[src/rtl/pin_irq_pkg.sv]
package pin_irq_pkg;

  localparam int MODE_W = 4;

  typedef enum logic [MODE_W-1:0] {
    MODE_OFF  = 4'h0,
    MODE_LOW  = 4'h8,
    MODE_RISE = 4'h9,
    MODE_FALL = 4'hA,
    MODE_BOTH = 4'hB,
    MODE_HIGH = 4'hC
  } irq_mode_e;

  function automatic logic mode_is_edge(input logic [MODE_W-1:0] m);
    return (m == MODE_RISE) || (m == MODE_FALL) || (m == MODE_BOTH);
  endfunction

endpackage

[src/rtl/pin_irq_cond.sv]
module pin_irq_cond
  import pin_irq_pkg::*;
(
  input  logic              clk,
  input  logic              rst_n,
  input  logic              pin_i,
  input  logic [MODE_W-1:0] mode_i,
  input  logic              reload_i,
  output logic              hit_o
);

  logic prev_q;
  logic track;

  assign track = reload_i | mode_is_edge(mode_i);

  // previous level follows the pin only while edges are watched, and is
  // reloaded on any write to this pin's control word
  always_ff @(posedge clk) begin
    if (!rst_n)     prev_q <= 1'b0;
    else if (track) prev_q <= pin_i;
  end

  always_comb begin
    case (mode_i)
      MODE_LOW:  hit_o = ~pin_i;
      MODE_HIGH: hit_o = pin_i;
      MODE_RISE: hit_o = pin_i & ~prev_q;
      MODE_FALL: hit_o = ~pin_i & prev_q;
      MODE_BOTH: hit_o = pin_i ^ prev_q;
      default:   hit_o = 1'b0;
    endcase
  end

  // a held level keeps producing hits
  p_level_hold_r6: assert property (@(posedge clk) disable iff (!rst_n)
    ($past(hit_o) && $stable(mode_i) && $stable(pin_i) &&
     (mode_i == MODE_HIGH || mode_i == MODE_LOW)) |-> hit_o);

  // one edge gives one hit while the pin stays still
  p_edge_single_r3: assert property (@(posedge clk) disable iff (!rst_n)
    (hit_o && mode_is_edge(mode_i) && !reload_i) |=>
      !(hit_o && $stable(pin_i) && $stable(mode_i)));

endmodule

[src/rtl/pin_irq_status.sv]
module pin_irq_status #(
  parameter int NPINS = 32
) (
  input  logic             clk,
  input  logic             rst_n,
  input  logic [NPINS-1:0] set_i,
  input  logic [NPINS-1:0] clr_i,
  output logic [NPINS-1:0] flags_o,
  output logic             irq_o
);

  logic [NPINS-1:0] flags_q;

  always_ff @(posedge clk) begin
    if (!rst_n) flags_q <= '0;
    else        flags_q <= (flags_q & ~clr_i) | set_i;
  end

  assign flags_o = flags_q;
  assign irq_o   = |flags_q;

  // a set in the clearing cycle survives
  p_set_wins_r8: assert property (@(posedge clk) disable iff (!rst_n)
    (set_i != '0) |=> ((flags_q & $past(set_i)) == $past(set_i)));

  // a cleared bit without a concurrent set drops
  p_w1c_r7: assert property (@(posedge clk) disable iff (!rst_n)
    (clr_i != '0) |=> ((flags_q & $past(clr_i & ~set_i)) == '0));

  // no bit rises without a set, and none falls without a clear
  p_sticky_r7: assert property (@(posedge clk) disable iff (!rst_n)
    1'b1 |=> (((flags_q & ~$past(flags_q) & ~$past(set_i)) == '0) &&
              ((~flags_q & $past(flags_q) & ~$past(clr_i)) == '0)));

endmodule

[src/rtl/pin_irq_regs.sv]
module pin_irq_regs
  import pin_irq_pkg::*;
#(
  parameter int NPINS    = 32,
  parameter int ADDR_W   = 8,
  parameter int DATA_W   = 32,
  parameter int MODE_LSB = 16,
  parameter int STS_ADDR = 'hA0
) (
  input  logic                          clk,
  input  logic                          rst_n,
  input  logic                          bus_wr_en,
  input  logic                          bus_rd_en,
  input  logic [ADDR_W-1:0]             bus_addr,
  input  logic [DATA_W-1:0]             bus_wdata,
  output logic [DATA_W-1:0]             bus_rdata,
  input  logic [NPINS-1:0]              flags_i,
  output logic [NPINS-1:0][MODE_W-1:0]  mode_o,
  output logic [NPINS-1:0]              ctrl_we_o,
  output logic [NPINS-1:0]              sts_clr_o
);

  localparam int IDX_W = (NPINS > 1) ? $clog2(NPINS) : 1;
  localparam logic [ADDR_W:0]   CTRL_END = (ADDR_W+1)'(NPINS * 4);
  localparam logic [ADDR_W-1:0] STS_A    = ADDR_W'(STS_ADDR);

  logic             ctrl_hit;
  logic             sts_hit;
  logic [IDX_W-1:0] idx;
  logic [NPINS-1:0][MODE_W-1:0] mode_q;

  assign ctrl_hit = ({1'b0, bus_addr} < CTRL_END) && (bus_addr[1:0] == 2'b00);
  assign sts_hit  = (bus_addr == STS_A);
  assign idx      = bus_addr[IDX_W+1:2];

  for (genvar g = 0; g < NPINS; g++) begin : g_ctrl
    assign ctrl_we_o[g] = bus_wr_en && ctrl_hit && (idx == IDX_W'(g));

    always_ff @(posedge clk) begin
      if (!rst_n)            mode_q[g] <= '0;
      else if (ctrl_we_o[g]) mode_q[g] <= bus_wdata[MODE_LSB +: MODE_W];
    end
  end

  assign mode_o    = mode_q;
  assign sts_clr_o = (bus_wr_en && sts_hit) ? bus_wdata[NPINS-1:0] : '0;

  always_ff @(posedge clk) begin
    if (!rst_n) begin
      bus_rdata <= '0;
    end else if (bus_rd_en) begin
      if (ctrl_hit)     bus_rdata <= DATA_W'(mode_q[idx]) << MODE_LSB;
      else if (sts_hit) bus_rdata <= DATA_W'(flags_i);
      else              bus_rdata <= '0;
    end
  end

  // unmapped reads return zero
  p_unmapped_rd_r12: assert property (@(posedge clk) disable iff (!rst_n)
    (bus_rd_en && !ctrl_hit && !sts_hit) |=> (bus_rdata == '0));

  // a control write lands in the addressed pin's mode
  p_mode_wr_r2: assert property (@(posedge clk) disable iff (!rst_n)
    (bus_wr_en && ctrl_hit) |=>
      (mode_q[$past(idx)] == $past(bus_wdata[MODE_LSB +: MODE_W])));

endmodule

[src/rtl/pin_irq_detector.sv]
module pin_irq_detector
  import pin_irq_pkg::*;
#(
  parameter int NPINS    = 32,
  parameter int ADDR_W   = 8,
  parameter int DATA_W   = 32,
  parameter int MODE_LSB = 16,
  parameter int STS_ADDR = 'hA0
) (
  input  logic              clk,
  input  logic              rst_n,
  input  logic              bus_wr_en,
  input  logic              bus_rd_en,
  input  logic [ADDR_W-1:0] bus_addr,
  input  logic [DATA_W-1:0] bus_wdata,
  output logic [DATA_W-1:0] bus_rdata,
  input  logic [NPINS-1:0]  pin_in,
  output logic              irq_out
);

  logic [NPINS-1:0][MODE_W-1:0] mode;
  logic [NPINS-1:0]             ctrl_we;
  logic [NPINS-1:0]             sts_clr;
  logic [NPINS-1:0]             hit;
  logic [NPINS-1:0]             flags;

  pin_irq_regs #(
    .NPINS(NPINS), .ADDR_W(ADDR_W), .DATA_W(DATA_W),
    .MODE_LSB(MODE_LSB), .STS_ADDR(STS_ADDR)
  ) u_regs (
    .clk(clk), .rst_n(rst_n),
    .bus_wr_en(bus_wr_en), .bus_rd_en(bus_rd_en),
    .bus_addr(bus_addr), .bus_wdata(bus_wdata), .bus_rdata(bus_rdata),
    .flags_i(flags), .mode_o(mode), .ctrl_we_o(ctrl_we), .sts_clr_o(sts_clr)
  );

  for (genvar g = 0; g < NPINS; g++) begin : g_pin
    pin_irq_cond u_cond (
      .clk(clk), .rst_n(rst_n), .pin_i(pin_in[g]),
      .mode_i(mode[g]), .reload_i(ctrl_we[g]), .hit_o(hit[g])
    );
  end

  pin_irq_status #(.NPINS(NPINS)) u_status (
    .clk(clk), .rst_n(rst_n), .set_i(hit), .clr_i(sts_clr),
    .flags_o(flags), .irq_o(irq_out)
  );

  // the interrupt only drops after a bus write
  p_irq_fall_r9: assert property (@(posedge clk) disable iff (!rst_n)
    $fell(irq_out) |-> $past(bus_wr_en));

  // the interrupt only rises when some pin hit
  p_irq_rise_r9: assert property (@(posedge clk) disable iff (!rst_n)
    $rose(irq_out) |-> ($past(hit) != '0));

endmodule

[config.mk]
export PLATFORM = sky130hd
export DESIGN_NAME = pin_irq_detector
export DESIGN_NICKNAME = d
export VERILOG_FILES = /design/src/rtl/pin_irq_pkg.sv /design/src/rtl/pin_irq_cond.sv /design/src/rtl/pin_irq_status.sv /design/src/rtl/pin_irq_regs.sv /design/src/rtl/pin_irq_detector.sv
export SDC_FILE = /design/constraint.sdc
export NUM_CORES = 1
export LEC_CHECK = 0
export BUFFER_PORTS_ARGS = -buffer_cell sky130_fd_sc_hd__buf_2
export CORE_ASPECT_RATIO = 1.25
export CORE_UTILIZATION = 25
export DETAILED_ROUTE_END_ITERATION = 16
export PLACE_DENSITY = 0.41
export SLEW_MARGIN = 10
export SYNTH_ARGS = -nofsm -noshare
export SYNTH_HDL_FRONTEND = slang
export SYNTH_SLANG_ARGS = --single-unit
[constraint.sdc]
create_clock -name clk -period 1.6 [get_ports clk]
set_input_delay 0.16 -clock clk [delete_from_list [all_inputs] [get_ports clk]]
set_output_delay 0.16 -clock clk [all_outputs]
set_load 0.01 [all_outputs]
**After elaboration in Yosys (flattened, before gate mapping)**

Cells that the tools add are included.

- Eq/ne operators: 192
- Shift-type cells: 0
- $mul: 0
- Bitwise gates (word level): 195
- $lt $le $gt $ge: 2
- Reduce and logical (&&, ||, !) cells: 102
- Mux-type cells: 37
- Add/subtract/negate cells: 0
- Div/mod/pow operators: 0

Operator list:

| operator | count |
|---|---|
| 4-bit == test, second input constant | 160 |
| 1-bit case mux with 5 select lines | 32 |
| 32-bit two-way mux | 3 |
| 5-bit == test, second input constant | 16 |
| 1-bit bitwise AND | 64 |
| 1-bit logical OR | 64 |
| 1-bit inverter | 64 |
| 5-bit by 4-bit == test with 1-bit output, second input constant | 8 |
| 1-bit logical AND | 35 |
| 32-bit bitwise AND | 1 |
| 32-bit inverter | 1 |
| 1-bit OR | 32 |
| 32-bit OR | 1 |
| 32-bit OR reduction | 1 |
| 1-bit bitwise XOR | 32 |
| 4-bit binary-select mux with 5-bit select | 1 |
| 5-bit by 3-bit == test with 1-bit output, second input constant | 4 |
| 5-bit by 2-bit == test with 1-bit output, second input constant | 2 |
| 8-bit == test, second input constant | 1 |
| 8-bit less-than comparator, second input constant | 1 |
| 5-bit by 6-bit less-than comparator with 1-bit output, second input constant | 1 |
| 5-bit by 1-bit == test with 1-bit output, second input constant | 1 |
| 5-bit logical NOT | 1 |
| 4-bit two-way mux | 1 |
| 2-bit logical NOT | 1 |

- Memories: 0
- Register bits after elaboration: 224
- Bits in latches: 0
- Output and inout port bits: 33
- RAM bits: 0
- Logic and storage cells: 594
- Memory bits (read-only): 0
- Input bits: 76

**Depth between registers and ports, before layout**

- Depth in word-level cells: 6
- Gate-level depth with buffers: 7
- Depth with buffers taken out: 6

**Modules after synthesis**

From an unflattened synthesis, not the netlist that was laid out.

- Cell total of the unflattened synthesis: 1,426
- Area, all modules: 13,601.8 µm²

Modules (own cells, without submodules):

| module | instances | area each (µm²) | cells each |
|---|---|---|---|
| pin_irq_regs | 1 | 8,064.0 | 772 |
| pin_irq_cond | 32 | 136.4 | 17 |
| pin_irq_status | 1 | 1,173.6 | 110 |

**Worst setup path before layout**

OpenSTA, ideal clock, no wires.

- Path kind: in2reg
- From: input port bus_addr[2]
- To: register u_regs.bus_rdata[17]
- Arrival: 1.513 ns
- Buffers on the path: 3
- Path slack: -0.030 ns
- Stages: 7
- Library setup time: 0.117 ns
- Cells stage by stage: buf_6 > buf_4 > buf_4 > mux2_2 > a21oi_1 > o2111ai_1 > a32o_1

- Longest elaborated chain between the ends: 3
- Elaborated cells on any way between the ends: 7
- Classes of those cells: order compare (1); eq/ne (1); mux (4); reduce/logical (1)

RTL lines:

| element | RTL line | source |
|---|---|---|
| start, declared | pin_irq_detector.sv:14 | `input logic [ADDR_W-1:0] bus_addr,` |
| 4-bit binary-select mux with 5-bit select (tied with other cells) | pin_irq_regs.sv:52 | `if (ctrl_hit) bus_rdata <= DATA_W'(mode_q[idx]) << MODE_LSB;` |
| 4-bit two-way mux (implied by the code) (tied with other cells) | pin_irq_regs.sv:52 |  |
| 32-bit two-way mux (*) | pin_irq_regs.sv:52 |  |
| end signal, assigned | pin_irq_regs.sv:52 |  |
| end signal, assigned | pin_irq_regs.sv:53 | `else if (sts_hit) bus_rdata <= DATA_W'(flags_i);` |
| end, declared | pin_irq_regs.sv:16 | `output logic [DATA_W-1:0] bus_rdata,` |

Every way passes the cells marked *; elsewhere a longest branch is shown, timed or not. The select of a mux whose other input is x is not followed.
A chain may end at the register's enable or synchronous reset.

**Worst setup path in the final report**

- From: register u_status.flags_q[24], in the netlist u_status.flags_o[24]
- To: output port irq_out

- Longest elaborated chain between the ends: 1

RTL lines:

| element | RTL line | source |
|---|---|---|
| start, declared | pin_irq_status.sv:12 | `logic [NPINS-1:0] flags_q;` |
| start signal, assigned | pin_irq_status.sv:16 | `else flags_q <= (flags_q & ~clr_i) \| set_i;` |
| 32-bit OR reduction | pin_irq_status.sv:20 | `assign irq_o = \|flags_q;` |
| end, declared | pin_irq_detector.sv:18 | `output logic irq_out` |

Every way passes these cells.

==> flow_summary.json <==
{
  "status": "finished with violations",
  "violations": "setup timing",
  "synth_flop_cell": "dfxtp_1",
  "maxCapViolCount": 0,
  "hold-path-cell-count": 4,
  "dpl.hpwl_um": 33100,
  "power_leakage_uw": 0.00824,
  "ys_async_sr_fraction": 0,
  "critPathLaunchType": "flip-flop",
  "worstMarginPinSlew_ps": 488,
  "synth_warnings": 0,
  "num_vias": 11100,
  "numCtsBuffers": 27,
  "synth-seq-area-share": 0.346,
  "required_ps": 1440,
  "synth_cell_types": 52,
  "dieHeight_um": 257,
  "synth_enable_flop_cells": 0,
  "path_class": "flip-flop to output port",
  "crit_path_end_kind": "output port",
  "final_cell_area_um2": 17400,
  "reg2reg_slack_ps": 20,
  "coreArea_um2": 51400,
  "setup_violations": 1,
  "clk_latency_ps": 540,
  "hold_viol": 0,
  "worstReg2RegEnd": "u_regs.bus_rdata[19]$_SDFFE_PN0P_",
  "cts_tree": "yes",
  "wl_um": 43800,
  "grt_pass1_vias": 11300,
  "path_max_fanout": 2,
  "fin_setup_tns_ps": -486,
  "clkSlewWorstSetupHoldPaths_ps": 60,
  "rows": 93,
  "power.density_nw_per_um2": 750,
  "placed_cell_area_um2": 15900,
  "antenna_found_initial": 0,
  "place_congestion": 0.791,
  "rsz0062_at_grt": "true",
  "syn-cell-area_um2": 13000,
  "relSlewSlack": 0.675,
  "fin_crit_sh": 1.30,
  "drc_errors": 0,
  "ys_ff_latch": 224,
  "drive_gt1_frac": 0.269,
  "timing.fmax_mhz": 479,
  "min_path_type": "input pin to flip-flop",
  "finalPower_uw": 13100,
  "synth_nets": 1517,
  "grt_pass1_wl_um": 67500,
  "final_util": 0.339,
  "post-route-min-period_ps": 2090,
  "skew_ps": 16.3,
  "drv_slew": 0,
  "antenna_cells": 0,
  "cts_buffer_depth": 3,
  "initial_utilization": 0.252,
  "vdd_ir_drop_max_v": 0.000684,
  "r2r_start": "u_regs.mode_o[95]$_SDFFE_PN0P_",
  "clk_root_buffer_cell": "clkbuf_16",
  "io_pins": 109,
  "syn_inst": 1377,
  "final_nets": 1839,
  "worst_slack_ps": -486,
  "ff2ff_path_depth": 4,
  "endpoint": "irq_out",
  "routedWlPerCell_um": 18.4,
  "grt_usage": 0.166,
  "area_growth_pct": 34.4,
  "die_x_um": 206,
  "htreeDepth": 1,
  "cp.arrival_ps": 1930,
  "first_pass_iters": 4,
  "avgSynthCellArea_um2": 9.42,
  "grt_max_degree": 42,
  "grt-ovfl-total": 0,
  "cts_num_sinks": 224,
  "ant_nets": 0,
  "place.port_buffers": 108,
  "die-area_um2": 52800,
  "cp-startpoint": "u_status.flags_o[24]$_SDFF_PN0_",
  "drtIter0Drc": 465,
  "whs_ps": 29.1,
  "vias_per_cell": 4.68
}
==> how the worst min path moves through the flow <==
stage | start | to | slack (ps)
CTS | pin_in[14] | g_pin[14].u_cond.prev_q$_SDFFE_PN0P_ | 1
detailed placement | bus_wdata[31] | u_status.flags_o[31]$_SDFF_PN0_ | 470
floorplan | bus_wdata[31] | u_status.flags_o[31]$_SDFF_PN0_ | 360
global placement | bus_wdata[31] | u_status.flags_o[31]$_SDFF_PN0_ | 460
global route | pin_in[29] | g_pin[29].u_cond.prev_q$_SDFFE_PN0P_ | 50
finish | pin_in[14] | g_pin[14].u_cond.prev_q$_SDFFE_PN0P_ | 30
==> cell families after synthesis <==
logic type      after synthesis  share of synthesized area
simple gates                369                      0.174
flops                       224                      0.346
compound gates              306                      0.171
xor+xnor                     32                     0.0216
buf+inv                     206                     0.0656
mux                         176                      0.160
fa+ha+maj                    64                     0.0617
==> where the power goes <==
group / switching [uW] / total [uW] / leakage, uW / internal, uW
Clock: 2470 / 6370 / 0.000453 / 3890
Combinational: 648 / 1130 / 0.00598 / 483
Sequential: 7.19 / 5590 / 0.00180 / 5580
Total: 3130 / 13100 / 0.00824 / 9960
==> cell usage after synthesis, types with 16 or more instances <==
cell,instances,area share
a22oi_1,28,0.016
ha_1,64,0.062
and3_1,18,0.0087
nand4_2,17,0.016
xor2_1,32,0.022
o211ai_1,62,0.036
a21oi_1,68,0.026
dfxtp_1,224,0.35
nand2b_1,63,0.030
mux2i_1,144,0.11
o21a_1,47,0.027
a21boi_0,20,0.012
a21o_1,16,0.0093
nor2_1,157,0.045
o211a_1,31,0.024
nand3b_1,31,0.018
clkbuf_1,50,0.014
nand3_1,16,0.0062
inv_1,129,0.037
mux4_2,24,0.042
==> worst max-delay path, stage by stage, from the launching register on <==
cell and delay [ps]:
dfxtp_2 350, nor4_4 320, buf_4 170, nand4_1 140, or2_4 290, buf_6 120
==> registers in the layout, summed over array words and instances (netlist names) <==
signal,cells
g_pin.u_cond.prev_q,32
u_regs.bus_rdata,32
u_regs.mode_o,128
u_status.flags_o,32
==> layout by cell type (no fill, tap or decap), drive strengths merged, types with 16 or more instances in the layout <==
cell,n
buf,324
dfxtp,224
nor2,159
mux2i,144
inv,129
a21oi,68
ha,64
nand2b,63
o211ai,62
o21a,47
dlygate4sd3,45
clkbuf,42
nand4,34
xor2,32
nand3b,31
o211a,31
a21boi,31
a22oi,28
mux4,24
and3,18
nand3,16
a21o,16
==> layout make-up <==
| type | count | area (um^2) |
|---|---|---|
| timing repair buffer | 369 | 2920 |
| clock buffer | 42 | 842 |
| tap | 665 | 832 |
| multi-input combinational | 947 | 7790 |
| fill | 5391 | 34000 |
| clock inverter | 4 | 70.1 |
| sequential | 224 | 4490 |
| inverter | 130 | 490 |
==> per-layer routing <==
layer | global-route usage | vias up | part of all wire
li1 | - | 5529 | -
met1 | 0.207 | 5412 | 0.44
met2 | 0.303 | 154 | 0.51
met3 | 0.0153 | 42 | 0.029
met4 | 0.0401 | 0 | 0.020
met5 | 0 | - | 0
==> timing repair <==
item,4_1_cts,5_1_grt
pin swaps,4,2
hold buffers,45,0
setup endpoints to repair,2,5
cloned,0,0
resized for setup,13,16
hold endpoints to repair,46,0
buffers inserted,0,0
==> metrics by stage <==
step | setup slack (ps) | instances
6_report | -486 | 2381
5_1_grt | -557 | 2381
4_1_cts | -539 | 2381
3_5_place_dp | -229 | 2290
3_3_place_gp | -226 | 2290
2_1_floorplan | 5.65 | 1377
(Power assumes the default switching activity.)
